## src/rtl/chop_pkg.sv

```systemverilog
package chop_pkg;

  // Drive levels for one winding pair: two phase lines and an inhibit.
  typedef struct packed {
    logic [1:0] ph;
    logic       inh;
  } pair_drv_t;

  localparam pair_drv_t DRV_OFF = '{ph: 2'b00, inh: 1'b0};

  // Final drive of a pair from translator levels, mode and hold latch.
  function automatic pair_drv_t pair_drive(input logic en, input logic slow,
                                           input logic held,
                                           input logic [1:0] ph,
                                           input logic inh);
    pair_drv_t r;
    if (!en) begin
      r = DRV_OFF;
    end else if (slow) begin
      r.ph  = ph | {2{~held}};
      r.inh = inh;
    end else begin
      r.ph  = ph;
      r.inh = inh & held;
    end
    return r;
  endfunction

endpackage

```

## src/rtl/chop_tick_gen.sv

```systemverilog
module chop_tick_gen #(
  parameter int DIV_PERIOD  = 1667,
  parameter int SYNC_STAGES = 2
) (
  input  logic clk,
  input  logic rst,
  input  logic osc_int_en,
  input  logic sync_in_n,
  output logic tick,
  output logic sync_out_n
);

  localparam int CW = (DIV_PERIOD > 2) ? $clog2(DIV_PERIOD) : 1;
  localparam logic [CW-1:0] LAST = CW'(DIV_PERIOD - 1);

  logic [CW-1:0]        cnt;
  logic                 tick_int_q;
  logic                 tick_ext_q;
  logic [SYNC_STAGES:0] ext_sh;
  logic                 wrap;

  assign wrap = (cnt == LAST);

  always_ff @(posedge clk) begin
    if (rst) begin
      cnt        <= '0;
      tick_int_q <= 1'b0;
      sync_out_n <= 1'b1;
    end else begin
      cnt        <= wrap ? '0 : cnt + 1'b1;
      tick_int_q <= osc_int_en & wrap;
      sync_out_n <= ~(osc_int_en & wrap);
    end
  end

  always_ff @(posedge clk) begin
    if (rst) begin
      ext_sh     <= '1;
      tick_ext_q <= 1'b0;
    end else begin
      ext_sh     <= {ext_sh[SYNC_STAGES-1:0], sync_in_n};
      tick_ext_q <= ~osc_int_en & ext_sh[SYNC_STAGES] & ~ext_sh[SYNC_STAGES-1];
    end
  end

  assign tick = osc_int_en ? tick_int_q : tick_ext_q;


  sync_one_wide_chk: assert property (@(posedge clk) disable iff (rst)
    !sync_out_n |=> sync_out_n);


  ext_quiet_chk: assert property (@(posedge clk) disable iff (rst)
    !osc_int_en |=> sync_out_n);

endmodule

```

## src/rtl/chop_pair.sv

```systemverilog
module chop_pair
  import chop_pkg::*;
(
  input  logic       clk,
  input  logic       rst,
  input  logic       tick,
  input  logic       trip,
  input  logic       enable,
  input  logic       ctrl_slow,
  input  logic [1:0] ph_raw,
  input  logic       inh_raw,
  output logic [1:0] ph_out,
  output logic       inh_out
);

  logic      held;
  pair_drv_t drv_d, drv_q;

  // Trip outranks the tick so an over-current pair never gets re-armed.
  always_ff @(posedge clk) begin
    if (rst)       held <= 1'b0;
    else if (trip) held <= 1'b0;
    else if (tick) held <= 1'b1;
  end

  assign drv_d = pair_drive(enable, ctrl_slow, held, ph_raw, inh_raw);

  always_ff @(posedge clk) begin
    if (rst) drv_q <= DRV_OFF;
    else     drv_q <= drv_d;
  end

  assign ph_out  = drv_q.ph;
  assign inh_out = drv_q.inh;


  tick_sets_chk: assert property (@(posedge clk) disable iff (rst)
    tick && !trip |=> held);


  trip_clears_chk: assert property (@(posedge clk) disable iff (rst)
    trip |=> !held);


  no_self_set_chk: assert property (@(posedge clk) disable iff (rst)
    !held && !tick |=> !held);


  fast_chop_chk: assert property (@(posedge clk) disable iff (rst)
    enable && !ctrl_slow && !held |=> !inh_out);


  slow_chop_chk: assert property (@(posedge clk) disable iff (rst)
    enable && ctrl_slow && !held |=> ph_out == 2'b11);


  inh_hold_chk: assert property (@(posedge clk) disable iff (rst)
    !inh_raw |=> !inh_out);


  enable_off_chk: assert property (@(posedge clk) disable iff (rst)
    !enable |=> (ph_out == 2'b00) && !inh_out);

endmodule

```

## src/rtl/dual_chopper.sv

```systemverilog
module dual_chopper #(
  parameter int PAIRS       = 2,
  parameter int DIV_PERIOD  = 1667,  // about 30 kHz from a 50 MHz clock
  parameter int SYNC_STAGES = 2,
  parameter bit TORQUE_COMP = 1'b1
) (
  input  logic               clk,
  input  logic               rst,
  input  logic [2*PAIRS-1:0] ph_raw,
  input  logic [PAIRS-1:0]   inh_raw,
  input  logic [PAIRS-1:0]   sense_trip,
  input  logic               ctrl_slow,
  input  logic               enable,
  input  logic               osc_int_en,
  input  logic               sync_in_n,
  output logic               sync_out_n,
  output logic [2*PAIRS-1:0] ph_out,
  output logic [PAIRS-1:0]   inh_out,
  output logic               ref_reduced
);

  logic tick;

  chop_tick_gen #(
    .DIV_PERIOD (DIV_PERIOD),
    .SYNC_STAGES(SYNC_STAGES)
  ) u_tick (
    .clk       (clk),
    .rst       (rst),
    .osc_int_en(osc_int_en),
    .sync_in_n (sync_in_n),
    .tick      (tick),
    .sync_out_n(sync_out_n)
  );

  for (genvar g = 0; g < PAIRS; g++) begin : g_pair
    chop_pair u_pair (
      .clk      (clk),
      .rst      (rst),
      .tick     (tick),
      .trip     (sense_trip[g]),
      .enable   (enable),
      .ctrl_slow(ctrl_slow),
      .ph_raw   (ph_raw[2*g+1:2*g]),
      .inh_raw  (inh_raw[g]),
      .ph_out   (ph_out[2*g+1:2*g]),
      .inh_out  (inh_out[g])
    );
  end

  // All windings energised means a multi-phase-on step: lower the reference.
  always_ff @(posedge clk) begin
    if (rst) ref_reduced <= 1'b0;
    else     ref_reduced <= TORQUE_COMP & (&inh_raw);
  end


  ref_single_chk: assert property (@(posedge clk) disable iff (rst)
    !(&inh_raw) |=> !ref_reduced);

endmodule

```

## config.mk

```make
export PLATFORM = sky130hd
export DESIGN_NAME = dual_chopper
export DESIGN_NICKNAME = d
export VERILOG_FILES = /design/src/rtl/chop_pkg.sv /design/src/rtl/chop_tick_gen.sv /design/src/rtl/chop_pair.sv /design/src/rtl/dual_chopper.sv
export SDC_FILE = /design/constraint.sdc
export NUM_CORES = 1
export LEC_CHECK = 0
export BUFFER_PORTS_ARGS = -buffer_cell sky130_fd_sc_hd__clkbuf_2
export CELL_PAD_IN_SITES_DETAIL_PLACEMENT = 0
export CELL_PAD_IN_SITES_GLOBAL_PLACEMENT = 1
export CORE_MARGIN = 10
export CORE_UTILIZATION = 42
export CTS_BUF_LIST = sky130_fd_sc_hd__clkbuf_16
export DETAILED_ROUTE_END_ITERATION = 8
export PLACE_DENSITY = 0.79
export SLEW_MARGIN = 10
export SYNTH_ARGS = -nofsm -noshare
export SYNTH_HDL_FRONTEND = slang
export SYNTH_HIERARCHICAL = 1
export SYNTH_SLANG_ARGS = --single-unit
```

## constraint.sdc

```tcl
create_clock -name clk -period 4.4 [get_ports clk]
set_input_delay 0.22 -clock clk [delete_from_list [all_inputs] [get_ports clk]]
set_output_delay 0.22 -clock clk [all_outputs]
set_load 0.05 [all_outputs]
```

* Yosys cells after proc, flatten, opt, wreduce, memory -nomap -nowiden
Index checks and enable logic that the tools add are counted.
** Word-level totals
- Bits in registers :: 26
- Input bits :: 14
- Output and inout bits :: 8
- Word-level logic and storage cells :: 35
** Cells by class
- Add/subtract/negate cells :: 1
- Equal/unequal tests :: 1
- Muxes and demuxes :: 3
- Bitwise logic cells :: 13
- Reduce and logical (&&, ||, !) cells :: 5
** Operators with widths (count)
- $add 11x1->11 const B :: 1
- $eq 11x11->1 const B :: 1
- $reduce_or 2->1 :: 4
- $mux 3 :: 2
- $not 1->1 :: 6
- $and 1x1->1 :: 5
- $or 2x2->2 :: 2
- $reduce_and 2->1 :: 1
- $mux 1 :: 1

* Depth between registers and ports, before layout
- Depth in word-level cells :: 3
- Mapped depth :: 5
- Mapped depth without buffers :: 5

* Cells and area by module
Netlist, hierarchy kept.
** By module, submodules not included
- chop_tick_gen :: instances 1, cells each 70, area an instance 691.9 um^2, seq. area each 340.3 um^2
- chop_pair :: instances 2, cells each 14, area an instance 152.6 um^2, seq. area each 80.1 um^2
- dual_chopper :: instances 1, cells each 2, area an instance 28.8 um^2, seq. area each 20.0 um^2

* Least setup slack after synthesis
No wires, ideal clock.
- Path kind :: flip-flop to flip-flop
- Start :: reg u_tick.cnt[5]
- End :: reg u_tick.cnt[2]
- Setup time :: 136 ps
- Data arrival time :: 1346 ps
- Required time :: 4264 ps
- Setup slack :: 2917 ps
- Cell stages (with the launch flop) :: 4
- Path buffers :: 0
- Clock period less this slack :: 1483 ps
- Cell sequence :: dfxtp_1 or4b_4 o41ai_4 nor2_1
** On the way
- Cells in the longest elaborated chain, start to end :: 2
** RTL lines
- start: declaration :: line chop_tick_gen.sv:16 : logic [CW-1:0] cnt;
- start signal: assignment :: line chop_tick_gen.sv:30 : cnt <= wrap ? '0 : cnt + 1'b1;
- $eq 11x11->1 :: line chop_tick_gen.sv:22 : assign wrap = (cnt == LAST);
- $reduce_or 2->1 (no source line)
No other way between the ends.
A chain may end at the register's enable or synchronous reset.

* Worst setup path after layout
- Start :: reg u_tick.cnt[5]
- End :: reg u_tick.cnt[4]
The elaborated chain is that of the path after synthesis.

==> impl_metrics.toml <==
[clock_tree]
cts_tree = "yes"
postCtsSetupBuffers = 0
cts_root_buf = "clkbuf_16"
post_cts_resize_count = 0
numCtsBuffers = 3
clk_pin_slew_ps = 60
htree_levels = 1
clkLatencyLatePin_ps = 250
ctsLongestPathBuffers = 2
cts_sinks = 26
hold_buffers = 0

[final_layout]
nets = 140
fin_cells = 151
drive_gt1_frac = 0.3171
regArea_um2 = 520.5
final_util = 0.5426
area_growth_syn_to_layout_pct = 20.37
multi_input_area_um2 = 473.0
antennaDiodeCount = 0
final_cell_mix = "26 x dfxtp_1, 21 x clkbuf_2, 10 x a21oi_1, 7 x nor2_1, 6 x inv_1"
fillers = 200
final_common_cell = "dfxtp_1"

[floorplan]
io_pins = 22
initial_core_util = 0.4508
rows = 17
chipWidth_um = 69.43
die_h_um = 69.43
die_area_mm2 = 0.004820
core-area_mm2 = 0.002276

[sta]
setup_viol = 0
slew_headroom = 0.5892
min_period_ps = 1681
final_hold_viol_count = 0
skew_ps = 2.839
rsz0062_at_grt = "false"
slew_violations = 0
max_clock_freq_mhz = 594.9
fin_tns_setup_ps = 0
worstMarginPinSlew_ps = 614.0
final_min_period_over_clock_period = 0.3820

[pwr]
p_leak_nw = 0.5012
total_power_w = 0.0004825
ir_drop_uv = 335.0
pwr_density_cell_mw_per_mm2 = 390.7

[routing]
drt_iter0_drc = 23
avgViaCountPerCell = 5.126
first_pass_iters = 4
routed_wl_um = 2042
ant_nets = 0
post_drt_wl_per_cell_um = 13.52
drc = 0
vias = 774

[synth]
synth_edf_count = 0
ys_seq_area_frac = 0.5073
synthFlopType = "dfxtp_1"
syn_inst = 100
async_reset_ff_frac = 0
yosys_warnings = 6
synth.distinct_cells = 30
syn-num-nets = 116
ys_ff_latch = 26
netlist_area_mm2 = 0.001026
syn_area_per_cell_um2 = 10.26

[critical_path]
slowest_delay_ps = 560
cp_num_cells = 3
critical_path_class = "flop to flop"
arrival_ps = 1800
critPathBufInv = 0
crit_family = "simple AND/OR/NAND/NOR gates"
startpoint_type = "flop"
end_kind = "flop"
r2r_slack_ps = 2720
crit_fanout = 10
reg2reg_depth = 3
critPathSlowestCell = "or4b_4"
crit_chain = "or4b_4, o41ai_4, nor2_1"
worstPathRequired_ps = 4520

[worst_hold_path]
min_path_type = "primary input to flop"
whs_path_depth = 2

[placed_design]
dp_hpwl_um = 1588
place_congestion = 0.7720
portBuffers = 21
dp.cells = 147

[global_route]
use_met2 = 0.1331
grt_pass1_vias = 756
grt_pass1_wl_um = 3263
met3_usage = 0.01997
antenna_found_initial = 0
grt_max_degree = 15
grt-busiest-layer = "met2"
use_met1 = 0.08907
overflow = 0
grt.total_usage = 0.07927

[run_status]
outcome = "finished, final reports clean"

[flow_run]
maxCapViolCount = 0
sequential cells by signal, summed over array words and instances, names as in the netlist:
signal,flops
u_tick/cnt,11
g_pair.u_pair/ph_out,4
u_tick/ext_sh,3
g_pair.u_pair/held,2
g_pair.u_pair/inh_out,2
ref_reduced,1
u_tick/sync_out_n,1
u_tick/tick_ext_q,1
u_tick/tick_int_q,1
final cells by class:
| type | instances | share of cell area |
|---|---|---|
| Sequential cell | 26 | 0.4215 |
| Multi-Input combinational cell | 66 | 0.3830 |
| Timing Repair Buffer | 21 | 0.08511 |
| Clock buffer | 3 | 0.06079 |
| Tap cell | 28 | 0.02837 |
| Inverter | 6 | 0.01824 |
| Clock inverter | 1 | 0.003040 |
through the flow:
stage	cell area, um^2	setup slack, ps	hold WS (ps)
after floorplan	1026	2917	289.1
after global placement	1156	2762	386.0
after detailed placement	1156	2725	387.1
after CTS	1235	2730	116.4
after global routing	1235	2668	133.5
final	1235	2719	119.3
report_power, final:
group | total (W) | internal, W | switching, W
sequential | 0.000247 | 0.000242 | 0.00000502
clock | 0.000198 | 0.000121 | 0.0000762
combinational | 0.0000380 | 0.0000144 | 0.0000235
routing by layer:
layer  vias to the layer above  wire length, um
li1                        400                -
met1                       353              907
met2                        19             1014
met3                         2              102
met4                         0               18
met5                         -                0
cells in the mapped netlist (2+ instances only):
| cell type | number | share of area |
|---|---|---|
| o21ai_0 | 4 | 0.020 |
| nor2_2 | 2 | 0.012 |
| or2_2 | 3 | 0.018 |
| or4_1 | 2 | 0.015 |
| nand3_1 | 5 | 0.024 |
| xor2_1 | 2 | 0.017 |
| or3_1 | 3 | 0.018 |
| ha_1 | 2 | 0.024 |
| nand4_1 | 4 | 0.024 |
| nand2b_4 | 4 | 0.054 |
| nand2_1 | 2 | 0.0073 |
| a21oi_1 | 10 | 0.049 |
| nor2_1 | 7 | 0.026 |
| inv_1 | 6 | 0.022 |
| dfxtp_1 | 26 | 0.51 |
| nor3_1 | 2 | 0.0098 |
| nor3b_2 | 2 | 0.024 |
| o31ai_1 | 2 | 0.015 |
path summary, 6_finish.rpt:
kind                               startpoint                                 end
setup / recovery     u_tick/cnt[5]$_SDFF_PP0_            u_tick/cnt[4]$_SDFF_PP0_
hold / removal                  sense_trip[0]  g_pair[0].u_pair/held$_SDFFE_PP0P_
setup reg to reg     u_tick/cnt[5]$_SDFF_PP0_            u_tick/cnt[4]$_SDFF_PP0_
hold reg to reg   u_tick/ext_sh[0]$_SDFF_PP1_         u_tick/ext_sh[1]$_SDFF_PP1_
cells by family (layout without fill, tap and decap cells):
kind of cell	Yosys count	count (layout)	share of synthesized area
and+or+nand+nor	43	43	0.2902
buffers and inverters	8	31	0.03170
muxes	1	1	0.01097
xor gates and xnor gates	3	3	0.02561
DFF	26	26	0.5073
adders and majority gates	2	2	0.02439
AOI/OAI and AO/OA	17	17	0.1098
(Power assumes the default switching activity.)
